### src/rtl/fspi_pkg.sv
package fspi_pkg;

    typedef enum logic [1:0] {
        ST_IDLE  = 2'd0,
        ST_ARMED = 2'd1,
        ST_SHIFT = 2'd2
    } fspi_state_e;

endpackage

### src/rtl/fspi_edge.sv
module fspi_edge #(
    parameter int STAGES = 2,
    parameter int N      = 3
) (
    input  logic         clk,
    input  logic         rst_n,
    input  logic [N-1:0] raw_i,
    output logic [N-1:0] sync_o,
    output logic         rise_o,
    output logic         fall_o
);

    typedef struct packed {
        logic [STAGES-1:0][N-1:0] pipe;
        logic                     prev;
    } edge_t;

    edge_t d, q;

    always_comb begin
        d = q;
        d.pipe[0] = raw_i;
        for (int i = 1; i < STAGES; i++) begin
            d.pipe[i] = q.pipe[i-1];
        end
        d.prev = q.pipe[STAGES-1][0];
    end

    always_ff @(posedge clk or negedge rst_n) begin
        if (!rst_n) q <= '0;
        else        q <= d;
    end

    assign sync_o = q.pipe[STAGES-1];
    assign rise_o = q.pipe[STAGES-1][0] & ~q.prev;
    assign fall_o = ~q.pipe[STAGES-1][0] & q.prev;

endmodule

### src/rtl/fspi_shifter.sv
module fspi_shifter #(
    parameter int W = 16
) (
    input  logic         clk,
    input  logic         rst_n,
    input  logic         load_i,
    input  logic [W-1:0] load_val_i,
    input  logic         shift_i,
    input  logic         sample_i,
    input  logic         sdi_i,
    output logic         msb_o,
    output logic         last_o,
    output logic [W-1:0] rx_next_o
);

    localparam int CW = (W > 1) ? $clog2(W) : 1;
    localparam logic [CW-1:0] LAST_IDX = CW'(W - 1);

    typedef struct packed {
        logic [W-1:0]  tx;
        logic [W-1:0]  rx;
        logic [CW-1:0] cnt;
    } sh_t;

    sh_t d, q;

    always_comb begin
        d         = q;
        rx_next_o = {q.rx[W-2:0], sdi_i};
        last_o    = sample_i && (q.cnt == LAST_IDX);
        if (load_i) begin
            d.tx  = load_val_i;
            d.cnt = '0;
        end else if (shift_i) begin
            d.tx = {q.tx[W-2:0], 1'b0};
        end
        if (sample_i && !load_i) begin
            d.rx  = rx_next_o;
            d.cnt = last_o ? '0 : q.cnt + 1'b1;
        end
    end

    always_ff @(posedge clk or negedge rst_n) begin
        if (!rst_n) q <= '0;
        else        q <= d;
    end

    assign msb_o = q.tx[W-1];

    // each sample moves the bit count on by one until the word is full
    p_count_step_r6: assert property (@(posedge clk) disable iff (!rst_n)
        (sample_i && !load_i && q.cnt != LAST_IDX) |=> (q.cnt == $past(q.cnt) + 1'b1));

endmodule

### src/rtl/fspi_slave.sv
module fspi_slave #(
    parameter int W           = 16,
    parameter int SYNC_STAGES = 2
) (
    input  logic         clk,
    input  logic         rst_n,
    input  logic         en_i,
    input  logic         master_en_i,
    input  logic         framed_en_i,
    input  logic         fs_role_i,
    input  logic [W-1:0] tx_data_i,
    input  logic         tx_wr_i,
    output logic [W-1:0] rx_data_o,
    output logic         rx_full_o,
    input  logic         rx_rd_i,
    input  logic         sclk_i,
    input  logic         sdi_i,
    output logic         sdo_o,
    input  logic         fs_i,
    output logic         fs_o,
    output logic         fs_oe_o
);

    import fspi_pkg::*;

    localparam int PINS = 3;

    typedef struct packed {
        fspi_state_e  st;
        logic [W-1:0] txb;
        logic         pend;
        logic         fs;
        logic [W-1:0] rxb;
        logic         full;
    } ctl_t;

    ctl_t d, q;

    logic [PINS-1:0] pins_s;
    logic            sclk_rise, sclk_fall;
    logic            active;
    logic            load, shift_en, sample_en, last, tx_msb;
    logic [W-1:0]    load_val, rx_next;

    fspi_edge #(.STAGES(SYNC_STAGES), .N(PINS)) u_edge (
        .clk    (clk),
        .rst_n  (rst_n),
        .raw_i  ({fs_i, sdi_i, sclk_i}),
        .sync_o (pins_s),
        .rise_o (sclk_rise),
        .fall_o (sclk_fall)
    );

    assign active    = en_i && !master_en_i && framed_en_i;
    assign shift_en  = sclk_fall && (q.st == ST_SHIFT);
    assign sample_en = sclk_rise && (q.st == ST_SHIFT);

    fspi_shifter #(.W(W)) u_shift (
        .clk        (clk),
        .rst_n      (rst_n),
        .load_i     (load),
        .load_val_i (load_val),
        .shift_i    (shift_en),
        .sample_i   (sample_en),
        .sdi_i      (pins_s[1]),
        .msb_o      (tx_msb),
        .last_o     (last),
        .rx_next_o  (rx_next)
    );

    always_comb begin
        d        = q;
        load     = 1'b0;
        load_val = q.pend ? q.txb : '0;
        if (rx_rd_i)   d.full = 1'b0;
        if (sclk_fall) d.fs   = 1'b0;
        case (q.st)
            ST_IDLE: begin
                if (!fs_role_i) begin
                    if (sclk_fall && q.pend) begin
                        load   = 1'b1;
                        d.pend = 1'b0;
                        d.fs   = 1'b1;
                        d.st   = ST_SHIFT;
                    end
                end else if (sclk_rise && pins_s[2]) begin
                    d.st = ST_ARMED;
                end
            end
            ST_ARMED: begin
                if (sclk_fall) begin
                    load   = 1'b1;
                    d.pend = 1'b0;
                    d.st   = ST_SHIFT;
                end
            end
            ST_SHIFT: begin
                if (last) begin
                    d.rxb  = rx_next;
                    d.full = 1'b1;
                    d.st   = ST_IDLE;
                end
            end
            default: d.st = ST_IDLE;
        endcase
        if (tx_wr_i) begin
            d.txb  = tx_data_i;
            d.pend = 1'b1;
        end
        if (!active) begin
            d.st   = ST_IDLE;
            d.fs   = 1'b0;
            d.pend = 1'b0;
        end
    end

    always_ff @(posedge clk or negedge rst_n) begin
        if (!rst_n) q <= '{st: ST_IDLE, default: '0};
        else        q <= d;
    end

    assign sdo_o     = (q.st == ST_SHIFT) ? tx_msb : 1'b0;
    assign fs_o      = q.fs;
    assign fs_oe_o   = active && !fs_role_i;
    assign rx_data_o = q.rxb;
    assign rx_full_o = q.full;

    // leaving operation drops any frame and any sync pulse
    p_idle_when_off_r1: assert property (@(posedge clk) disable iff (!rst_n)
        !active |=> (q.st == ST_IDLE && !fs_o));

    // the sync pulse exists only inside a frame
    p_fs_in_frame_r3: assert property (@(posedge clk) disable iff (!rst_n)
        fs_o |-> (q.st == ST_SHIFT));

    // the sync pulse lasts until the next falling serial edge
    p_fs_hold_r3: assert property (@(posedge clk) disable iff (!rst_n)
        (fs_o && active && !sclk_fall) |=> fs_o);

    // serial output moves only on serial clock edges
    p_sdo_holds_r4: assert property (@(posedge clk) disable iff (!rst_n)
        (active && !sclk_fall && !sclk_rise) |=> $stable(sdo_o));

    // a completed word raises the full flag
    p_full_after_word_r6: assert property (@(posedge clk) disable iff (!rst_n)
        (active && last) |=> rx_full_o);

    // a read with no completing word clears the flag
    p_read_clears_r7: assert property (@(posedge clk) disable iff (!rst_n)
        (rx_rd_i && !last) |=> !rx_full_o);

endmodule

### config.mk
export PLATFORM = sky130hd
export DESIGN_NAME = fspi_slave
export DESIGN_NICKNAME = d
export VERILOG_FILES = /design/src/rtl/fspi_pkg.sv /design/src/rtl/fspi_edge.sv /design/src/rtl/fspi_shifter.sv /design/src/rtl/fspi_slave.sv
export SDC_FILE = /design/constraint.sdc
export NUM_CORES = 1
export LEC_CHECK = 0
export ABC_AREA = 1
export BUFFER_PORTS_ARGS = -buffer_cell sky130_fd_sc_hd__buf_4
export CAP_MARGIN = 5
export CORE_MARGIN = 1
export CORE_UTILIZATION = 23
export CTS_BUF_LIST = sky130_fd_sc_hd__clkbuf_8 sky130_fd_sc_hd__clkbuf_16
export DETAILED_ROUTE_END_ITERATION = 10
export GPL_TIMING_DRIVEN = 0
export HOLD_SLACK_MARGIN = 0.12
export PLACE_DENSITY_LB_ADDON = 0.25
export SLEW_MARGIN = 20
export SYNTH_ARGS = -nofsm -noshare
export SYNTH_HDL_FRONTEND = slang
export SYNTH_SLANG_ARGS = --single-unit
### constraint.sdc
create_clock -name clk -period 2.3 [get_ports clk]
set_input_delay 0.115 -clock clk [delete_from_list [all_inputs] [get_ports clk]]
set_output_delay 0.115 -clock clk [all_outputs]
set_load 0.1 [all_outputs]
==> results.md, run 1 <==
- The setup path with the least slack is of type reg -> out.
- The clock transition at the register clock pins on the worst setup and hold paths after CTS is 0.06 ns.
- At the placement stage, the worst setup path has a slack of 0.737 ns.
- The number of cells after detailed placement is 604.
- The total negative setup slack is 0 ns.
- The part of the power in registers is 50.3%.
- The most common library cell in the layout ignoring fill and taps is sky130_fd_sc_hd__nand2_1.
- On the critical path the largest part of the delay comes from buffers and inverters.
- The signal arrival time at the worst endpoint is 1.61 ns.
- The endpoint identified for the worst register-to-register timing path is rx_data_o[3].
- After clock tree synthesis, the flow added hold-fix buffers numbering 28.
- The startpoint identified for the worst register-to-register timing path is u_shift.q[0].
- The via count of the first global-routing pass is 2684.
- The total via count after detailed routing is 2664.
- Counting every sink on the clock net gives 79.
- On the worst path, the slowest cell contributes a delay of 0.46 ns.
- Measured against its own limit, the worst slew margin works out to 51.3%.
- The half-perimeter wire length after placement is 4940 µm.
- The number of setup buffers added after CTS is 0.
- Traced cell by cell, the critical path runs through inv_2 -> nor2_4 -> inv_1 -> nor2_1 -> buf_4.
- For the pin with the worst max-slew slack, the measured transition is 0.731 ns.
- The horizontal die dimension is 125 µm.
- The power after layout is 3.31 mW.
- In this run the standard cell core region covers 0.0146 mm².
- Setup repair after global routing left no endpoint under its margin.
- Routability-driven placement finished with a final weighted congestion of 0.717.
- By area, the combinational part of the netlist is dominated by simple AND/OR/NAND/NOR gates.
- The number of buffers and inverters on the critical path is 3.
- The global-route total usage across every layer is 10.1%.
- Counting flops and latches in the post-synthesis netlist gives 79.
- The setup slack of the worst register-to-register path is 0.74 ns.
- The routed length per placed instance is 11.2 µm.
- Measured along the y axis, the die boundary spans 125 µm.
- The achievable frequency is 0.580 GHz.
- The remaining number of nets flagged by the antenna check after routing is 0.
- For this run, design rule violations remaining after detail routing come to 0.
- The number of nets produced by synthesis is 403.
- The number of distinct library cells after synthesis is 28.
- The max-capacitance violation count is 0.
- The CTS tree is done.
- The startpoint of the tightest hold check path is tx_wr_i.
- The total wire length is 7290 µm.
- The number of setup violations in the final report is 0.
- STA classifies the critical path startpoint as a flop.
- Power spread over the standard cell area amounts to 724 mW/mm².
- The final cycle utilization of the critical path is 75.0%.
- The area growth from synthesis to layout is 32.3%.
- The effective utilization at floorplan is 23.7%.
- After global routing the overflow that remains totals 0.
- Of the total synthesized cell area, the portion taken by XOR and XNOR cells is 0%.
- The net count reported at finish is 487.
- Before antenna repair, the detailed router went through 4 iterations.
- Using the TritonRoute via totals, the vias-per-cell ratio works out to 4.11.
- The wire length of the first global-routing pass is 12600 µm.
- The clock period minus final worst setup slack is 1.72 ns.
- The worst hold margin is 0.193 ns.
- Counting along the longest clock path gives a buffer depth of 2.
- The synthesized netlist devotes 25.6% of its cell area to simple gates.
- STA puts the critical path data required time at 2.18 ns.
- The number of cell instances on the worst register-to-register path is 7.
- The share of layout cells above drive strength 1 is 25.0%.
- Net switching is 26.1% of the power.
- The placed instances occupy a cell area of 0.00403 mm².
- The H-tree depth is 3.
- The count of input and output buffers is 45.
- After floorplanning, the core was divided into 44 placement rows.
- The worst clock skew on the final layout is 0.00497 ns.
- The most used flip-flop cell after synthesis is sky130_fd_sc_hd__dfrtp_1.
- Once layout is done, the placed cells without fillers occupy 0.00458 mm².
- After layout, the worst setup slack is 0.575 ns.
- Along the worst path, the maximum fanout reaches 5.
- The kind of end point of the critical path is an output port.
- The number of enable-type register cells in the synthesized netlist is 0.
- The number of buffers created by CTS is 9.
- The flow ran to the end, and the final reports show no timing, DRC or antenna violations.
- The Yosys step of the flow raised 0 warnings.
- Entering global routing, the biggest net connects 80 pins.
- The mean instance size in the synthesized netlist is 9.23 µm².
- The number of antenna violations at the first check in global routing is 0.
- The peak supply drop is 0.357 mV.
- The cell type of the slowest stage on the worst timing path is sky130_fd_sc_hd__dfrtp_1.
- Excluding fillers, the count of instances in the completed layout stands at 648.
- The hold violation count in the final report was 0.
- The number of DRC markers in iteration 0 is 134.
- The root buffer cell chosen for the clock tree is sky130_fd_sc_hd__clkbuf_16.
- The adder-cell share of the synthesized area is 0.362%.
- The number of antenna repair diodes is 0.
- In the synthesized netlist, mux cells make up 0% of the area.
- The path with the worst hold slack has its endpoint at q[18].
- In this run, post-CTS repair resized a total of 0 instances.
- Sequential cells were found to cover 57.1% of the synthesized design area.
- The number of cells traversed by the worst hold path is 3.
- The clock group share of total power is 38.3%.
- For the worst-skew pair, the clock arrives at the later sink with an insertion delay of 0.33 ns.
- The I/O pin count is 47.
- Internal power comes to 2.45 mW.
- The library cells used most frequently in the layout, excluding fill and tap cells, are sky130_fd_sc_hd__nand2_1 (114), sky130_fd_sc_hd__dfrtp_1 (79), sky130_fd_sc_hd__buf_4 (62).
- Cells fill 31.4% of the core in the end.
- The number of filler cells placed in the layout is 1556.
- The static leakage power is 2.22 nW.
- The number of pins exceeding their max-slew limit in the final report is 0.
- For this run, asynchronously set or reset flops after synthesis account for 100%.
- The fraction of power consumed by combinational cells is 11.3%.
- Summed over all nets, the switching power comes to 0.864 mW.
- The post-synth design cell area is 0.00346 mm².
- The area fraction in compound gates after synthesis is 6.80%.
- The gate count of the mapped netlist is 375.
- In this run the worst hold path is classified as in -> reg.
- The area of the die is 0.0155 mm².
## routing by layer
metal	vias to the layer above	GRT usage [%]	wire length, µm
met5	-	0	0
met4	0	3.83	75
met3	7	3.22	266
met2	59	16.4	3430
met1	1228	12.5	3520
li1	1370	-	-
## power groups by stage
stage,Combinational [mW],Clock [mW],Sequential [mW]
after floorplan,0.239,0,1.66
after global placement,0.336,0,1.68
after detailed placement,0.347,0,1.69
after CTS,0.383,1.32,1.66
after global routing,0.429,1.38,1.68
final,0.376,1.27,1.67
## worst min-delay path, cell delays in order
cell	delay [ns]
sky130_fd_sc_hd__buf_2	0.17
sky130_fd_sc_hd__a21oi_1	0.12
sky130_fd_sc_hd__o21ai_0	0.08
## sequential cells by signal, summed over array words and instances (netlist names)
register / flops
q: 19
u_edge.q: 1
u_shift.rx_next_o: 15
rx_data_o: 16
fs_o: 1
u_edge.d: 3
u_shift.q: 19
u_edge.sync_o: 3
rx_full_o: 1
u_shift.msb_o: 1
## area by class of cell
| class | instances | area, µm² | area share [%] |
|---|---|---|---|
| buffer | 32 | 228 | 4.97 |
| clock buffer | 9 | 225 | 4.92 |
| clock inverter | 7 | 41.3 | 0.902 |
| inverter | 32 | 121 | 2.65 |
| multi-input combinational | 232 | 1130 | 24.8 |
| sequential | 79 | 1980 | 43.2 |
| tap | 184 | 230 | 5.03 |
| timing repair buffer | 73 | 622 | 13.6 |
## logic make-up after synthesis
group / count (synthesis)
flip-flops: 79
buffers and inverters: 64
adder cells (fa/ha/maj): 1
AO/OA/AOI/OAI: 39
AND/OR/NAND/NOR: 192
## synthesized netlist by cell type (all sizes together), types with 2 or more instances
cell    number  share of area, %
a21oi        5              0.72
buf         29               6.2
clkbuf       3              0.36
clkinv       2              0.25
dfrtp       79                57
inv         30               3.3
nand2      120                14
nand3       42               6.4
nand4       18               3.7
nor2        10               1.4
o21ai       33               5.9
## worst max path at each step
stage                     slack (ns)          from      endpoint  cells after the start
after CTS                       0.55         q[36]         sdo_o                      5
after global placement          0.74  u_shift.q[0]  rx_data_o[2]                      7
after global routing            0.44         q[36]         sdo_o                      5
after floorplan                 0.24   master_en_i         q[36]                      6
after detailed placement        0.74  u_shift.q[0]  rx_data_o[3]                      7
final                           0.58         q[36]         sdo_o                      5
Power figures use the tool's default switching activity.
==> inputs of run 2 (changes only) <==
--- a/config.mk
+++ b/config.mk
@@ -5,7 +5,7 @@
 export SDC_FILE = /design/constraint.sdc
 export NUM_CORES = 1
 export LEC_CHECK = 0
-export ABC_AREA = 1
+export ABC_AREA = 0
 export BUFFER_PORTS_ARGS = -buffer_cell sky130_fd_sc_hd__buf_4
 export CAP_MARGIN = 5
 export CORE_MARGIN = 1
==> constraint.sdc (replaced) <==
create_clock -name clk -period 1.8 [get_ports clk]
set_input_delay 0.09 -clock clk [delete_from_list [all_inputs] [get_ports clk]]
set_output_delay 0.09 -clock clk [all_outputs]
set_load 0.1 [all_outputs]
==> results.md, run 2 <==
- The fraction of met2 tracks used by global routing came to 13.6% (-2.8 points).
- The mean instance size in the synthesized netlist came to 13.6 µm² (+48%).
- The global-route met3 utilization is 2.82% (-0.40 points).
- The I/O pin count is 47 (unchanged).
- The placement row count is 43 (-2.3%).
- Clock tree synthesis selected as its root buffer the cell sky130_fd_sc_hd__clkbuf_16.
- The cell area reported after detailed placement is 0.00385 mm² (-4.4%).
- The sequential element share of the synthesized area is 60.5% (+3.3 points).
- The number of enable-type register cells in the synthesized netlist was 0 (unchanged).
- The number of pins exceeding their max-slew limit in the final report is 0 (unchanged).
- The flip-flop and latch count after synthesis came to 79 (unchanged).
- Dividing the final minimum period by the clock period gives 97.8%.
- The clock sink count is 79 (unchanged).
- The remaining number of nets flagged by the antenna check after routing is 0 (unchanged).
- The post-synth design cell area came to 0.00327 mm² (-5.5%).
- The number of cells traversed by the worst hold path is 3 (unchanged).
- The commonest cells after synthesis are sky130_fd_sc_hd__dfrtp_1 (79), sky130_fd_sc_hd__mux2_2 (46), sky130_fd_sc_hd__buf_4 (16).
- The number of nets produced by synthesis is 268 (-33%).
- The net count reported at finish is 354 (-27%).
- The required time of the worst setup path came to 2.01 ns (-0.17 ns).
- The number of antenna violations at the first check in global routing was 0 (unchanged).
- The setup slack after layout is 0.0392 ns (-0.536 ns).
- Timing would allow up to 0.568 GHz.
- The number of cell instances on the worst register-to-register path came to 5 (-2).
- The H-tree depth is 3 (unchanged).
- The actual slew at the worst max-slew pin came to 0.736 ns (+0.00505 ns).
- The pin count of the biggest net entering global routing was 80 (unchanged).
- The count of input and output buffers is 45 (unchanged).
- STA classifies the critical path startpoint as a flop.
- The worst setup path is captured at a flop.
- The total wire length was 6200 µm (-15%).
- The number of cells after detailed placement is 465 (-23%).
- The power after layout was 4.29 mW (+30%).
- The die boundary height is 121 µm (-2.7%).
- Setup repair after global routing could not meet its margin everywhere.
- The share of flip-flops with an asynchronous set or reset is 100% (unchanged).
- The source of the critical timing path is q[35].
- The post-layout instance area is 0.00448 mm² (-2.1%).
- The setup slack of the worst register-to-register path is 0.04 ns (-0.70 ns).
- The gate count of the mapped netlist is 240 (-36%).
- The total negative setup slack is 0 ns (unchanged).
- The half-perimeter wire length after placement is 4030 µm (-18%).
- The peak-usage layer in the global routing report is met2.
- The number of antenna repair diodes is 0 (unchanged).
- The max-capacitance violation count came to 0 (unchanged).
- The final estimated routing congestion in global placement is 0.781 (+8.9%).
- The effective utilization at floorplan is 23.6% (-0.16 points).
- Leaving out fill and tap cells, the most frequent cells in the layout are sky130_fd_sc_hd__dfrtp_1 (77), sky130_fd_sc_hd__buf_4 (68), sky130_fd_sc_hd__mux2_2 (45).
- The most frequent cell after synthesis is sky130_fd_sc_hd__dfrtp_1.
- The most common library cell in the layout ignoring fill and taps is sky130_fd_sc_hd__dfrtp_1.
- The flow ran to the end, and the final reports show no timing, DRC or antenna violations.
- By area the synthesized netlist is led by sky130_fd_sc_hd__dfrtp_1 (60%), sky130_fd_sc_hd__mux2_2 (16%), sky130_fd_sc_hd__buf_4 (3.7%).
- The global-route total usage across every layer was 9.37% (-0.75 points).
- The startpoint of the tightest hold check path is master_en_i.
- The detailed-router iteration count before antenna repair is 6 (+2).
- The number of distinct library cells after synthesis is 33 (+18%).
- The share of layout cells above drive strength 1 came to 45.0% (+20 points).
- The maximum clock path buffer count is 2 (unchanged).
- The headroom to the max-slew limit came to 50.9% (-0.34 points).
- The routed length per placed instance is 12.1 µm (+7.9%).
- The area of the die is 0.0147 mm² (-5.4%).
- The number of buffers created by CTS is 9 (unchanged).
- The met1 layer usage reported by global route is 12.4% (-0.13 points).
- The total via count after detailed routing is 2111 (-21%).
- The worst path needs 1.76 ns of the cycle, external delays included.
- The prevailing post-synth register cell is sky130_fd_sc_hd__dfrtp_1.
- The synthesis warning total is 0 (unchanged).
- The overall overflow remaining after global route came to 0 (unchanged).
- The cell taking the most area after synthesis is sky130_fd_sc_hd__dfrtp_1.
- The proportion of netlist area held by the largest area contributor was 60.5% (+3.3 points).
- In this run the worst hold path is classified as in -> reg.
- The CTS tree is done.
- The worst clock skew on the final layout is 0.00741 ns (+0.00244 ns).
- The static leakage power is 2.14 nW (-3.5%).
- The signal arrival time at the worst endpoint is 1.97 ns (+0.36 ns).
- The minimum setup slack after placement is -0.289 ns (-1.03 ns).
- The clock transition at the register clock pins on the worst setup and hold paths after CTS is 0.06 ns (about the same).
- The number of non-filler instances in the completed layout is 511 (-21%).
- The power per cell area is 958 mW/mm² (+32%).
- The insertion delay to the later sink of the worst-skew pair came to 0.33 ns (about the same).
- The peak fanout along the critical path came to 10 (+5).
- The via-per-instance ratio came to 4.13 (+0.49%).
- The horizontal die dimension is 121 µm (-2.7%).
- The post-route DRC violation count is 0 (unchanged).
- The number of filler cells placed in the layout came to 1428 (-8.2%).
- The path type of the worst setup path is reg -> reg.
- The via count of the first global-routing pass is 2102 (-22%).
- The area of the core region is 0.0139 mm² (-4.9%).
- The hold violation count in the final report is 0 (unchanged).
- The number of DRC markers in iteration 0 was 150 (+12%).
- The launch point of the worst reg-to-reg path is q[35].
- The number of setup violations in the final report is 0 (unchanged).
- The area growth from synthesis to layout is 37.0%.
- The peak supply drop is 0.374 mV (+4.8%).
- The wire length of the first global-routing pass is 10500 µm (-17%).
-- run 2: cell count changes after synthesis, sizes merged, moves of 5 or more --
cell / previous run / this run
buf: 29 / 21
nand2: 120 / 9
a222oi: 0 / 10
mux2: 0 / 47
nand4: 18 / 1
nand3b: 1 / 6
nor2: 10 / 5
inv: 30 / 12
o21ai: 33 / 4
a21oi: 5 / 13
nand3: 42 / 3
mux2i: 0 / 7
-- run 2: worst paths after layout --
check / to
max: rx_data_o[14]
min reg2reg: u_edge.sync_o[0]
min: fs_o
min in group asynchronous: rx_data_o[9]
max in group asynchronous: q[35]
max reg2reg: rx_data_o[14]
-- run 2: routing by layer --
metal / vias to the layer above / routed length (µm)
met3: 10 / 193
met5: - / 0
met1: 1049 / 3010
li1: 1012 / -
met4: 0 / 140
met2: 40 / 2850
-- run 2: layout make-up --
type | instances | area [µm²] | share of cell area (%)
sequential | 79 | 1980 | 44.2
multi-input combinational | 124 | 1120 | 25.1
timing repair buffer | 75 | 626 | 14.0
clock buffer | 10 | 239 | 5.33
tap | 180 | 225 | 5.03
buffer | 25 | 183 | 4.08
clock inverter | 6 | 60.1 | 1.34
inverter | 12 | 45.0 | 1.01
-- run 2: power breakdown --
part | internal [mW] | total (mW) | switching, mW
clock | 1.11 | 1.81 | 0.700
sequential | 1.94 | 2.06 | 0.115
combinational | 0.241 | 0.432 | 0.191
-- run 2: logic make-up (layout without fill, tap and decap cells) --
kind of cell,count (synthesis),count (layout),share of synthesized area [%]
AO/OA/AOI/OAI,32,32,6.89
adder cells (fa/ha/maj),1,1,0.383
buffers and inverters,37,128,6.62
flip-flops,79,79,60.5
multiplexers,54,54,18.3
AND/OR/NAND/NOR,37,37,7.31
-- run 2: per-stage QoR --
| stage | hold WS [ns] | utilization (%) |
|---|---|---|
| floorplan | -0.206 | - |
| global placement | 0.202 | 27.7 |
| detailed placement | 0.200 | 27.7 |
| CTS | 0.175 | 31.9 |
| global route | 0.202 | 32.3 |
| finish | 0.167 | 32.3 |
-- run 2: timing repair --
action	in CTS	in global routing
hold buffers	22	0
setup endpoints to repair	42	33
buffers inserted	3	5
pin swaps	2	2
gates resized for setup	8	6
hold endpoints to repair	101	0
-- run 2: worst max-delay path: stages (launching register included) --
cell and delay [ns]:
sky130_fd_sc_hd__dfrtp_2 0.44, sky130_fd_sc_hd__nand2b_4 0.15, sky130_fd_sc_hd__buf_6 0.14, sky130_fd_sc_hd__nor4b_4 0.35, sky130_fd_sc_hd__buf_6 0.22, sky130_fd_sc_hd__mux2_2 0.34
==> inputs of run 3 (changes only) <==
--- a/config.mk
+++ b/config.mk
@@ -5,12 +5,12 @@
 export SDC_FILE = /design/constraint.sdc
 export NUM_CORES = 1
 export LEC_CHECK = 0
-export ABC_AREA = 0
+export ABC_AREA = 1
 export BUFFER_PORTS_ARGS = -buffer_cell sky130_fd_sc_hd__buf_4
 export CAP_MARGIN = 5
 export CORE_MARGIN = 1
 export CORE_UTILIZATION = 23
-export CTS_BUF_LIST = sky130_fd_sc_hd__clkbuf_8 sky130_fd_sc_hd__clkbuf_16
+export CTS_BUF_LIST = sky130_fd_sc_hd__clkbuf_16
 export DETAILED_ROUTE_END_ITERATION = 10
 export GPL_TIMING_DRIVEN = 0
 export HOLD_SLACK_MARGIN = 0.12
==> results.md, run 3 (synthesis gave the netlist of run 1 again) <==
- The power spent charging and discharging nets is 1.14 mW (+13%).
- Signal routing reaches up to met4.
- The effective utilization at floorplan is 23.7% (+0.16 points).
- The switching portion of total power is 24.2% (+0.74 points).
- The cell area reported after detailed placement is 0.00403 mm² (+4.7%).
- The worst clock skew on the final layout is 0.00386 ns (-0.00355 ns).
- Setup repair after global routing left no endpoint under its margin.
- The actual slew at the worst max-slew pin is 0.728 ns (-0.00818 ns).
- The clock transition at the register clock pins on the worst setup and hold paths after CTS was 0.06 ns (about the same).
- The internal power is 3.57 mW (+8.5%).
- The family with the most delay on the worst path is buffers and inverters.
- The detailed-router iteration count before antenna repair was 5 (-1).
- The post-route DRC violation count was 0 (unchanged).
- The stage delay of the slowest cell on the critical path is 0.45 ns (about the same).
- The clock period minus final worst setup slack is 1.64 ns (-0.122 ns).
- The number of filler cells placed in the layout came to 1541 (+7.9%).
- The headroom to the max-slew limit is 51.5% (+0.55 points).
- The clock sink count is 79 (unchanged).
- The footprint of the flip-flops and latches is 0.00198 mm² (-0.13%).
- The routed length per placed instance is 11.1 µm (-8.7%).
- The signal arrival time at the worst endpoint was 1.55 ns (-0.42 ns).
- The clock group share of total power was 44.6% (+2.6 points).
- The hold violation count in the final report is 0 (unchanged).
- The die boundary height is 125 µm (+2.8%).
- Among all stages on the critical path, the largest delay is contributed by sky130_fd_sc_hd__dfrtp_1.
- The number of buffers created by CTS is 9 (unchanged).
- The number of antenna repair diodes is 0 (unchanged).
- The number of DRC markers in iteration 0 is 122 (-19%).
- The part of the power in registers is 45.2% (-2.7 points).
- The half-perimeter wire length after placement is 4850 µm (+20%).
- The count of input and output buffers is 45 (unchanged).
- The number of pins exceeding their max-slew limit in the final report is 0 (unchanged).
- The power after layout is 4.70 mW (+9.6%).
- The remaining number of nets flagged by the antenna check after routing is 0 (unchanged).
- The setup slack of the worst register-to-register path is 0.23 ns (+0.19 ns).
- The routed length on met2 is 3330 µm (+17%).
- The number of antenna violations at the first check in global routing is 0 (unchanged).
- The net count reported at finish came to 487 (+38%).
- The horizontal die dimension came to 125 µm (+2.8%).
- The global-route total usage across every layer was 10.5% (+1.2 points).
- The achievable frequency was 0.610 GHz (+7.4%).
- The final estimated routing congestion in global placement is 0.729 (-6.6%).
- The H-tree depth is 3 (unchanged).
- The total via count after detailed routing is 2718 (+29%).
- The pin count of the biggest net entering global routing is 80 (unchanged).
- The area of the core region is 0.0146 mm² (+5.1%).
- The total negative setup slack is 0 ns (unchanged).
- The area of the die is 0.0155 mm² (+5.7%).
- The via count of the first global-routing pass is 2782 (+32%).
- The fraction of power consumed by combinational cells is 10.2% (about the same).
- The number of setup violations in the final report is 0 (unchanged).
- The multi-input logic area is 0.00114 mm² (+1.3%).
- The required time of the worst setup path is 1.71 ns (-0.30 ns).
- The overall overflow remaining after global route came to 0 (unchanged).
- Clock tree synthesis selected as its root buffer the cell sky130_fd_sc_hd__clkbuf_16.
- The static leakage power was 2.26 nW (+5.5%).
- The post-layout instance area came to 0.00466 mm² (+4.1%).
- The min-delay analysis places its worst path in the category in -> reg.
- The via-per-instance ratio is 4.19 (+1.5%).
- The kind of end point of the critical path is an output port.
- Leaving out fill and tap cells, the most frequent cells in the layout are sky130_fd_sc_hd__nand2_1 (114), sky130_fd_sc_hd__dfrtp_1 (79), sky130_fd_sc_hd__buf_4 (62).
- The met1 routed wirelength after detailed routing is 3360 µm (+11%).
- The share of layout cells above drive strength 1 is 25.6% (-19 points).
- The path type of the worst setup path is reg -> out.
- The final cycle utilization of the critical path is 91.1% (-6.8 points).
- The library cell used most frequently in the layout, excluding fill and tap cells, is sky130_fd_sc_hd__nand2_1.
- The peak fanout along the critical path is 5 (-5).
- TritonCTS built the clock tree.
- The max-capacitance violation count is 0 (unchanged).
- The total wire length is 7180 µm (+16%).
- Traced cell by cell, the critical path runs through inv_2 -> nor2_4 -> inv_1 -> nor2_2 -> buf_4.
- The area growth from synthesis to layout is 34.8%.
- The maximum clock path buffer count is 2 (unchanged).
- The peak supply drop is 0.501 mV (+34%).
- The buffering stage count on the worst path with inverters included is 3 (+1).
- STA classifies the critical path startpoint as a flop.
- The amount of wire on met3 after detailed routing is 383 µm (+98%).
- The placement row count was 44 (+2.3%).
- The wire length of the first global-routing pass is 13200 µm (+26%).
- The insertion delay to the later sink of the worst-skew pair is 0.33 ns (about the same).
- The I/O pin count is 47 (unchanged).
- The final core utilization is 32.0% (-0.31 points).
- The power per cell area is 1010 mW/mm² (+5.3%).
- The flow ran to the end, and the final reports show no timing, DRC or antenna violations.
## run 3: path summary, 6_finish.rpt
check                        startpoint               endpoint  depth (start not counted)
setup / recovery                  q[36]                  sdo_o                          5
hold / removal                  tx_wr_i                  q[18]                          3
setup reg to reg           u_shift.q[0]           rx_data_o[3]                          7
hold reg to reg             u_edge.d[5]       u_edge.sync_o[1]                          0
max in group asynchronous         rst_n                  q[29]                          2
min in group asynchronous         rst_n  u_shift.rx_next_o[10]                          2
## run 3: metal layers
| metal | track usage (%) | up-vias |
|---|---|---|
| met1 | 13.1 | 1271 |
| li1 | - | 1363 |
| met2 | 17.1 | 73 |
| met3 | 3.69 | 11 |
| met4 | 3.19 | 0 |
| met5 | 0 | - |
## run 3: what timing repair did
| action | CTS | global route |
|---|---|---|
| hold buffers | 28 | 0 |
| gates resized for setup | 0 | 0 |
| buffers inserted | 0 | 0 |
| endpoints found under the hold margin | 100 | 0 |
## run 3: area by class of cell
class                      instances  share of cell area, %
sequential                        79                   42.4
multi-input combinational        232                   24.4
timing repair buffer              73                   13.3
tap                              184                   4.94
buffer                            32                   4.88
clock buffer                       9                   4.83
clock inverter                     7                   2.60
inverter                          32                   2.60
## run 3: power by group through the flow
stage               clock network, mW  registers (mW)  logic, mW
finish                           2.10            2.13      0.479
global route                     2.24            2.16      0.561
CTS                              2.15            2.13      0.489
detailed placement                  0            2.15      0.442
global placement                    0            2.15      0.432
floorplan                           0            2.12      0.307
## run 3: worst min-delay path, cell delays in order
cell and delay (ns):
sky130_fd_sc_hd__buf_2 0.16, sky130_fd_sc_hd__a21oi_1 0.12, sky130_fd_sc_hd__o21ai_0 0.08
## run 3: through the flow
step | cells | worst slack (ns) | hold WS [ns]
floorplan | 375 | 0.250 | -0.206
global placement | 604 | 0.250 | 0.202
detailed placement | 604 | 0.227 | 0.201
CTS | 648 | 0.149 | 0.149
global route | 648 | 0.0572 | 0.157
finish | 648 | 0.161 | 0.156
